==> config.mk <==
export PLATFORM = sky130hd
export DESIGN_NAME = sreg_status
export DESIGN_NICKNAME = d
export VERILOG_FILES = /design/src/rtl/sreg_pkg.sv /design/src/rtl/sreg_flag_gen.sv /design/src/rtl/sreg_cause.sv /design/src/rtl/sreg_flag_reg.sv /design/src/rtl/sreg_bank_bits.sv /design/src/rtl/sreg_status.sv
export SDC_FILE = /design/constraint.sdc
export NUM_CORES = 1
export LEC_CHECK = 0
export ABC_AREA = 1
export BUFFER_PORTS_ARGS = -buffer_cell sky130_fd_sc_hd__buf_2
export CORE_MARGIN = 2
export CORE_UTILIZATION = 50
export CTS_CLUSTER_DIAMETER = 30
export DETAILED_ROUTE_END_ITERATION = 10
export HOLD_SLACK_MARGIN = 0.1
export PLACE_DENSITY = 0.78
export SLEW_MARGIN = 20
export SYNTH_ARGS = -nofsm -noshare
export SYNTH_HDL_FRONTEND = slang
export SYNTH_SLANG_ARGS = --single-unit
==> constraint.sdc <==
create_clock -name clk -period 4.05 [get_ports clk]
set_input_delay 0.405 -clock clk [delete_from_list [all_inputs] [get_ports clk]]
set_output_delay 0.405 -clock clk [all_outputs]
set_load 0.02 [all_outputs]
==> src/rtl/sreg_pkg.sv <==
`timescale 1ns/1ps
package sreg_pkg;
    localparam int DW = 8;
    localparam int AW = 8;
    localparam int NIB = DW / 2;
    localparam int NFLAG = 3;
    localparam int B_BANK = 5;
    localparam int B_TO = 4;
    localparam int B_PD = 3;
    localparam int B_Z = 2;
    localparam int B_DC = 1;
    localparam int B_C = 0;
    localparam logic [AW-2:0] SREG_OFS = 7'h03;
    localparam logic [DW-1:0] SREG_RST = 8'h18;

    typedef enum logic [2:0] {
        OP_ADD  = 3'd0,
        OP_SUB  = 3'd1,
        OP_RLC  = 3'd2,
        OP_RRC  = 3'd3,
        OP_AND  = 3'd4,
        OP_IOR  = 3'd5,
        OP_XOR  = 3'd6,
        OP_PASS = 3'd7
    } alu_op_e;

    typedef struct packed {
        logic z;
        logic dc;
        logic c;
    } flags_t;

    typedef struct packed {
        logic pwr;
        logic clrwdt;
        logic sleep;
        logic wdt_to;
    } events_t;

    function automatic logic [NIB:0] nib_sum(input logic [NIB-1:0] x,
                                             input logic [NIB-1:0] y,
                                             input logic ci);
        return {1'b0, x} + {1'b0, y} + {{NIB{1'b0}}, ci};
    endfunction

    function automatic logic [DW:0] byte_sum(input logic [DW-1:0] x,
                                             input logic [DW-1:0] y,
                                             input logic ci);
        return {1'b0, x} + {1'b0, y} + {{DW{1'b0}}, ci};
    endfunction
endpackage

==> src/rtl/sreg_flag_gen.sv <==
`timescale 1ns/1ps
module sreg_flag_gen
    import sreg_pkg::*;
(
    input  alu_op_e          op,
    input  logic [DW-1:0]    a,
    input  logic [DW-1:0]    b,
    input  logic             cin,
    output logic [DW-1:0]    res,
    output flags_t           flg
);
    logic [DW-1:0]  b_eff;
    logic           c_seed;
    logic [DW:0]    wide;
    logic [NIB:0]   low;
    logic           arith;

    always_comb begin
        arith  = (op == OP_ADD) || (op == OP_SUB);
        b_eff  = (op == OP_SUB) ? ~b : b;
        c_seed = (op == OP_SUB);
        wide   = byte_sum(a, b_eff, c_seed);
        low    = nib_sum(a[NIB-1:0], b_eff[NIB-1:0], c_seed);
    end

    always_comb begin
        res    = '0;
        flg.c  = 1'b0;
        flg.dc = 1'b0;
        unique case (op)
            OP_ADD, OP_SUB: res = wide[DW-1:0];
            OP_RLC: begin
                res   = {a[DW-2:0], cin};
                flg.c = a[DW-1];
            end
            OP_RRC: begin
                res   = {cin, a[DW-1:1]};
                flg.c = a[0];
            end
            OP_AND:  res = a & b;
            OP_IOR:  res = a | b;
            OP_XOR:  res = a ^ b;
            OP_PASS: res = a;
            default: res = '0;
        endcase
        if (arith) begin
            flg.c  = wide[DW];
            flg.dc = low[NIB];
        end
        flg.z = (res == '0);
    end
endmodule

==> src/rtl/sreg_cause.sv <==
`timescale 1ns/1ps
module sreg_cause
    import sreg_pkg::*;
(
    input  logic    clk,
    input  logic    rst,
    input  events_t ev,
    output logic    to_q,
    output logic    pd_q
);
    logic to_d, pd_d;

    always_comb begin
        to_d = to_q;
        if (ev.pwr)                    to_d = 1'b1;
        else if (ev.wdt_to)            to_d = 1'b0;
        else if (ev.sleep | ev.clrwdt) to_d = 1'b1;

        pd_d = pd_q;
        if (ev.pwr)         pd_d = 1'b1;
        else if (ev.sleep)  pd_d = 1'b0;
        else if (ev.clrwdt) pd_d = 1'b1;
    end

    always_ff @(posedge clk) begin
        if (rst) begin
            to_q <= SREG_RST[B_TO];
            pd_q <= SREG_RST[B_PD];
        end else begin
            to_q <= to_d;
            pd_q <= pd_d;
        end
    end
endmodule

==> src/rtl/sreg_flag_reg.sv <==
`timescale 1ns/1ps
module sreg_flag_reg
    import sreg_pkg::*;
(
    input  logic    clk,
    input  logic    rst,
    input  logic    wr_hit,
    input  flags_t  wr_flags,
    input  flags_t  upd,
    input  flags_t  alu,
    output flags_t  q
);
    logic [NFLAG-1:0] upd_v, alu_v, wr_v, q_v, d_v;
    logic             any_upd;

    assign upd_v   = upd;
    assign alu_v   = alu;
    assign wr_v    = wr_flags;
    assign any_upd = |upd_v;

    for (genvar i = 0; i < NFLAG; i++) begin : g_flag
        always_comb begin
            if (upd_v[i])                d_v[i] = alu_v[i];
            else if (wr_hit && !any_upd) d_v[i] = wr_v[i];
            else                         d_v[i] = q_v[i];
        end

        always_ff @(posedge clk) begin
            if (rst) q_v[i] <= SREG_RST[i];
            else     q_v[i] <= d_v[i];
        end
    end

    assign q = q_v;
endmodule

==> src/rtl/sreg_bank_bits.sv <==
`timescale 1ns/1ps
module sreg_bank_bits
    import sreg_pkg::*;
#(
    parameter int NBITS = DW - B_BANK
) (
    input  logic             clk,
    input  logic             rst,
    input  logic             wr_hit,
    input  logic [NBITS-1:0] wr_val,
    output logic [NBITS-1:0] q
);
    always_ff @(posedge clk) begin
        if (rst)         q <= SREG_RST[DW-1:B_BANK];
        else if (wr_hit) q <= wr_val;
    end
endmodule

==> src/rtl/sreg_status.sv <==
`timescale 1ns/1ps
module sreg_status
    import sreg_pkg::*;
(
    input  logic          clk,
    input  logic          rst,
    input  logic          wr_en,
    input  logic [AW-1:0] wr_addr,
    input  logic [DW-1:0] wr_data,
    input  logic [2:0]    alu_op,
    input  logic [DW-1:0] alu_a,
    input  logic [DW-1:0] alu_b,
    input  logic          upd_z,
    input  logic          upd_dc,
    input  logic          upd_c,
    input  logic          ev_powerup,
    input  logic          ev_clrwdt,
    input  logic          ev_sleep,
    input  logic          ev_wdt_to,
    output logic [DW-1:0] status_q,
    output logic          bank_sel,
    output logic [DW-1:0] alu_res,
    output logic          alu_z,
    output logic          alu_dc,
    output logic          alu_c
);
    logic                 wr_hit;
    flags_t               gen_flags;
    flags_t               upd_flags;
    flags_t               wr_flags;
    flags_t               cur_flags;
    events_t              ev;
    logic                 to_q, pd_q;
    logic [DW-1-B_BANK:0] hi_q;

    assign wr_hit    = wr_en && (wr_addr[AW-2:0] == SREG_OFS);
    assign upd_flags = '{z: upd_z, dc: upd_dc, c: upd_c};
    assign wr_flags  = '{z: wr_data[B_Z], dc: wr_data[B_DC], c: wr_data[B_C]};
    assign ev        = '{pwr: ev_powerup, clrwdt: ev_clrwdt,
                         sleep: ev_sleep, wdt_to: ev_wdt_to};

    sreg_flag_gen u_gen (
        .op  (alu_op_e'(alu_op)),
        .a   (alu_a),
        .b   (alu_b),
        .cin (cur_flags.c),
        .res (alu_res),
        .flg (gen_flags)
    );

    sreg_flag_reg u_flags (
        .clk      (clk),
        .rst      (rst),
        .wr_hit   (wr_hit),
        .wr_flags (wr_flags),
        .upd      (upd_flags),
        .alu      (gen_flags),
        .q        (cur_flags)
    );

    sreg_cause u_cause (
        .clk  (clk),
        .rst  (rst),
        .ev   (ev),
        .to_q (to_q),
        .pd_q (pd_q)
    );

    sreg_bank_bits u_hi (
        .clk    (clk),
        .rst    (rst),
        .wr_hit (wr_hit),
        .wr_val (wr_data[DW-1:B_BANK]),
        .q      (hi_q)
    );

    assign status_q = {hi_q, to_q, pd_q, cur_flags.z, cur_flags.dc, cur_flags.c};
    assign bank_sel = hi_q[0];
    assign alu_z    = gen_flags.z;
    assign alu_dc   = gen_flags.dc;
    assign alu_c    = gen_flags.c;
endmodule

# == Yosys cells after proc, flatten, opt, wreduce, memory -nomap -nowiden ==
# Index checks and enable logic that the tools add are counted.
# op_classes
mux,14
bitwise_logic,5
eq_ne,8
n_reduce_logical,14
addsub,4
# op_table
op,count
case mux 8 bit (7 select lines),1
equality test 3 bit (second input constant),4
2-to-1 mux 1 bit,10
nonzero test 2 bit,5
adder 8 x 8 -> 9 bit,1
adder 9 x 1 -> 9 bit,1
AND 8 bit,1
logical NOT 8 bit,1
2-to-1 mux 8 bit,1
NOT 8 bit,1
bitwise OR 8 bit,1
XOR 8 bit,1
equality test 7 x 2 -> 1 bit (second input constant),1
equality test 3 x 2 -> 1 bit (second input constant),2
adder 4 x 4 -> 5 bit,1
adder 5 x 1 -> 5 bit,1
OR reduction 2 bit,2
equality test 3 x 1 -> 1 bit (second input constant),1
logical NOT 3 bit,1
OR reduction 3 bit,1
logical AND 1 bit,2
2-to-1 mux 2 bit,1
case mux 1 bit (2 select lines),1
logical NOT 1 bit,1
2 further kinds,2
# word_totals
word_cells,51
regBits,8
in_bits,45
out_inout_bits,20

# == Logic depth before layout (Yosys ltp) ==
# logic_depth
ltp_word,7
depth_mapped,20
ltp_nobuf,18

# == Modules after synthesis ==
# From an unflattened synthesis, not the netlist that was laid out.
# unflattened
cells_unflattened,294
area_unflattened_um2,1689.1
# modules_own_cells
module,area_each_um2,seq_area_each_um2,cells_per_inst,instances
sreg_flag_gen,1253.7,0.0,221,1
sreg_flag_reg,181.4,60.1,31,1
sreg_bank_bits,120.1,60.1,19,1
sreg_cause,75.1,40.0,11,1
sreg_status,58.8,0.0,12,1

# == Least setup slack after synthesis ==
# Ideal clock, no wire load.
# synth_path
path_kind,input port to output port
start,in alu_op[2]
end,out alu_z
arrival_time_ns,2.783
n_path_buf,2
t_required_ns,3.645
cell_stages,14
path_slack_ns,0.862
path_cell_list,buf_6 nor2_4 buf_2 nand2_1 xor2_1 ha_1 a21oi_1 nand2_1 xor2_1 nand2_1 nand2_1 nor2_2 nand3_1 nor2_1
# synth_via
elab_chain_len,6
word_cells_on_any_way,14
classes_between,2 x add/sub; 7 x eq/ne; 2 x mux; 3 x reduce/logical
# synth_rtl
item,line,source
"start, declared",sreg_status.sv:10,"input logic [2:0] alu_op,"
equality test 3 x 1 -> 1 bit,"sreg_flag_gen.sv:20, sreg_flag_gen.sv:21, sreg_flag_gen.sv:30",
2-to-1 mux 8 bit,sreg_flag_gen.sv:20,b_eff = (op == OP_SUB) ? ~b : b;
adder 8 x 8 -> 9 bit,sreg_pkg.sv:49,"return {1'b0, x} + {1'b0, y} + {{DW{1'b0}}, ci};"
adder 9 x 1 -> 9 bit,sreg_pkg.sv:49,
case mux 8 bit (7 select lines) (*),sreg_flag_gen.sv:30,unique case (op)
via alu_res[4],sreg_status.sv:22,"output logic [DW-1:0] alu_res,"
logical NOT 8 bit (*),sreg_flag_gen.sv:50,flg.z = (res == '0);
"end, declared",sreg_status.sv:23,"output logic alu_z,"
# Mark *: on every way through the listed nets, which the timed path passes. The rest lies on a longest branch.

# == Worst setup path in the final report ==
# layout_path
start,in alu_op[2]
end,out alu_c
# layout_via
elab_chain_len,5
word_cells_on_any_way,10
classes_between,2 x add/sub; 3 x eq/ne; 3 x mux; 2 x reduce/logical
# layout_rtl
item,line,source
equality test 3 x 1 -> 1 bit,"sreg_flag_gen.sv:19, sreg_flag_gen.sv:20, sreg_flag_gen.sv:21",
2-to-1 mux 8 bit,sreg_flag_gen.sv:20,
adder 8 x 8 -> 9 bit,sreg_pkg.sv:49,
adder 9 x 1 -> 9 bit,sreg_pkg.sv:49,
2-to-1 mux 2 bit (*),sreg_flag_gen.sv:46,if (arith) begin
"end, declared",sreg_status.sv:25,output logic alu_c
# Every way passes the cells marked *; elsewhere a longest branch is shown, timed or not.

==> results.txt <==
Top Ports = 65
Pwr Total = 425.1 uW
PortBufs = 61
Place WS = 0.5053 ns
Starting Density = 51.18%
Critical path data required time = 3.64 ns
VDD IR max = 0.0001364 V
Final period util = 87.77%
Row cnt = 22
Final Hold Viols = 0
Cell Chain, Critical Path = buf_2 -> nor2_4 -> nand2_1 -> xor2_1 -> ha_1 -> a21oi_1 -> inv_1 -> nand2_1 -> nand3_1 -> nand2_1 -> a21oi_1 -> o21ai_0 -> o221ai_1 -> buf_2
FMAX = 0.2813 GHz
Net Sw Frac = 45.32%
Area grow syn2layout = 16.61%
Global route overflow = 0
Logic pwr share = 56.7%
Clock slew at reported path FFs = 0.04 ns
Cells after Synth = 283
Area of the mapped netlist = 1846 um2
# clock sinks = 8
CTS Buf Count = 3
CTS hold repair buffers = 0
Slew headroom = 64.43%
Total placed instance area = 2111 um2
Post-route cell area = 2152 um2
Vias in the first global route = 1704
Hold WC Path Type = in2reg
Max Clock Skew = 0.0004711 ns
ANT cells = 0
Cts repair resizes = 0
Final worst slack = 0.4953 ns
Share of cells above drive strength 1 = 29.67%
Largest net degree at the start of global routing = 18
FF-to-FF Start = u_flags.q[0]
Status = completed
Top cell family by delay on the critical path = simple AND/OR/NAND/NOR gates
CP max stage delay = 0.40 ns
First-pass GRT wire length = 7.355 mm
WL/cell = 11.97 um
Overall global routing resource usage = 21.97%
Synth Net Count = 353
Sequential share of the synthesized area = 8.678%
Worst Path Buf+Inv = 3
Core footprint = 3606 um2
Reg2Reg Setup Slack = 2.57 ns
Unrepaired setup endpoints after global routing = false
Critical setup path kind = in2out
Synthesized flop and latch total = 8
Worst EP arrival = 3.15 ns
Pins Over Slew Limit = 0
Hold EP = u_cause.to_q
Worst slew pin tran = 0.5335 ns
CTS root buf = clkbuf_8
Worst skew pair latency = 0.24 ns
Post-layout net count = 409
Beginning of the worst hold path = ev_wdt_to
CP max stage cell = nor2_4
R2R Path End = u_flags.q[2]
Routability cong. = 0.8657
Syn avg cell area = 6.521 um2
Vias per cell = 5.119
Clock power frac = 23.7%
Setup Fix Bufs, Post-CTS = 0
Area of the multi-input gates = 1360 um2
H-tree levels = 1
Setup TNS = 0 ns
Antenna violations before repair = 0
Iter 0 DRT Violations = 85
Post-synth cell types = 41
Number of synthesis warnings = 0
Register-to-Register Path Depth = 9
Crit path max fanout = 17
First drt pass iteration count = 4
CP Launch Type = input pin
Critical Path Start = alu_op[2]
Remaining DRCs = 0
Die area = 4193 um2
Final count of negative-setup-slack endpoints = 0
Primary FF master, synth = dfxtp_1
CTS tree = built
Register Area = 160.2 um2
Fin crit period = 3.555 ns
Post-synth EDFFs = 0
Via count = 1971
Internal Pwr Total = 232.4 uW
Sequential share of power = 19.6%
Max clock buf depth = 2
Detailed Route WL = 4.610 mm
P_leak = 1.227 nW
Die W = 64.76 um
Cell repeated most along the worst path = nand2_1
Nature of the critical path endpoint = output pin
DP HPWL = 3.733 mm
Maxcap violations = 0
NetSw = 192.7 uW
Routed Antenna Nets = 0
Async SR Flop Fraction = 0%
Power per standard cell area = 197.5 nW/um2
Die Height = 64.76 um
Placed cell count = 382
Fillers = 369
Hold Path Depth = 2
Final std cells w/o fill = 385
==> sequential cells by signal (all words and copies together) (netlist names) <==
name          cells
u_flags.q         3
u_cause.pd_q      1
u_hi.q            3
u_cause.to_q      1
==> through the flow <==
stage	utilization, %	hold WS (ns)
floorplan	-	0.4674
finish	59.68	0.3645
global route	59.68	0.3756
detailed placement	58.54	0.4526
CTS	59.68	0.3632
global placement	58.54	0.4503
==> synth_stat cells, types with 2 or more instances <==
| cell type | number | area share, % |
|---|---|---|
| buf_6 | 4 | 2.4 |
| dfxtp_1 | 8 | 8.7 |
| a21oi_2 | 3 | 1.4 |
| o21ai_1 | 2 | 0.54 |
| nand3_1 | 19 | 5.2 |
| nand2_1 | 56 | 11 |
| nor2_1 | 18 | 3.7 |
| nand3_4 | 2 | 1.9 |
| buf_4 | 4 | 1.6 |
| inv_2 | 4 | 0.81 |
| a21oi_1 | 14 | 3.8 |
| nor2_4 | 3 | 1.8 |
| nand3_2 | 6 | 3.3 |
| nor3_1 | 2 | 0.54 |
| nor2_2 | 3 | 1.0 |
| nand2_4 | 2 | 1.2 |
| nand4_1 | 11 | 3.7 |
| o21ai_0 | 13 | 3.5 |
| inv_1 | 52 | 11 |
| ha_1 | 24 | 16 |
| xor2_1 | 9 | 4.3 |
| nand2_2 | 5 | 1.7 |
==> worst reg2reg max path, delay by kind of cell, from the launching register on <==
family	cells	cell delay (ns)
AND/OR/NAND/NOR	7	0.80
flip-flops	1	0.36
AO/OA/AOI/OAI	2	0.25
==> layout make-up <==
type                       instances  share of cell area (%)
sequential                         8                   7.442
multi-input combinational        207                   63.20
timing repair buffer              61                   14.19
clock buffer                       3                   1.919
tap                               48                   2.791
inverter                          58                   10.47
==> layer usage <==
metal | GRT usage (%) | routed length [um]
met5 | 0 | 0
met3 | 3.472 | 208
met2 | 37.11 | 2234
met1 | 30.03 | 2150
met4 | 2.926 | 17
==> kinds of logic (layout without fill, tap and decap cells) <==
logic type	after synthesis	in the layout	synth area share [%]
and+or+nand+nor	134	134	39.59
buffers and inverters	68	122	17.63
AOI/OAI and AO/OA	39	39	12.48
adders and majority gates	25	25	17.36
xor gates and xnor gates	9	9	4.271
DFF	8	8	8.678
==> worst max-delay path by stage <==
stage	endpoint	slack, ns	depth (start not counted)
global placement	alu_z	0.54	14
finish	alu_c	0.50	14
detailed placement	alu_c	0.51	14
CTS	alu_c	0.51	14
global route	alu_z	0.30	15
floorplan	alu_z	0.86	14
==> layout by cell type, fill, tap and decap left out, types with 2 or more instances in the layout <==
master / netlist / final
nor2_1: 18 / 18
a21oi_2: 3 / 3
a21oi_1: 14 / 14
nand2_2: 5 / 5
nor2_2: 3 / 3
dfxtp_1: 8 / 8
nand3_2: 6 / 6
ha_1: 24 / 24
nand2_4: 2 / 2
inv_2: 4 / 4
nor3_1: 2 / 2
o21ai_1: 2 / 2
nand2_1: 56 / 56
nand4_1: 11 / 11
buf_2: 1 / 61
nand3_4: 2 / 2
o21ai_0: 13 / 13
nor2_4: 3 / 3
clkbuf_8: 0 / 3
nand3_1: 19 / 19
xor2_1: 9 / 9
inv_1: 52 / 52
==> power by group through the flow <==
stage	clock network (mW)	registers, mW	logic, mW
detailed placement	0	0.0848	0.239
CTS	0.102	0.0835	0.240
floorplan	0	0.0860	0.173
global route	0.108	0.0836	0.268
global placement	0	0.0847	0.234
finish	0.101	0.0835	0.241
Power figures use the tool's default switching activity.
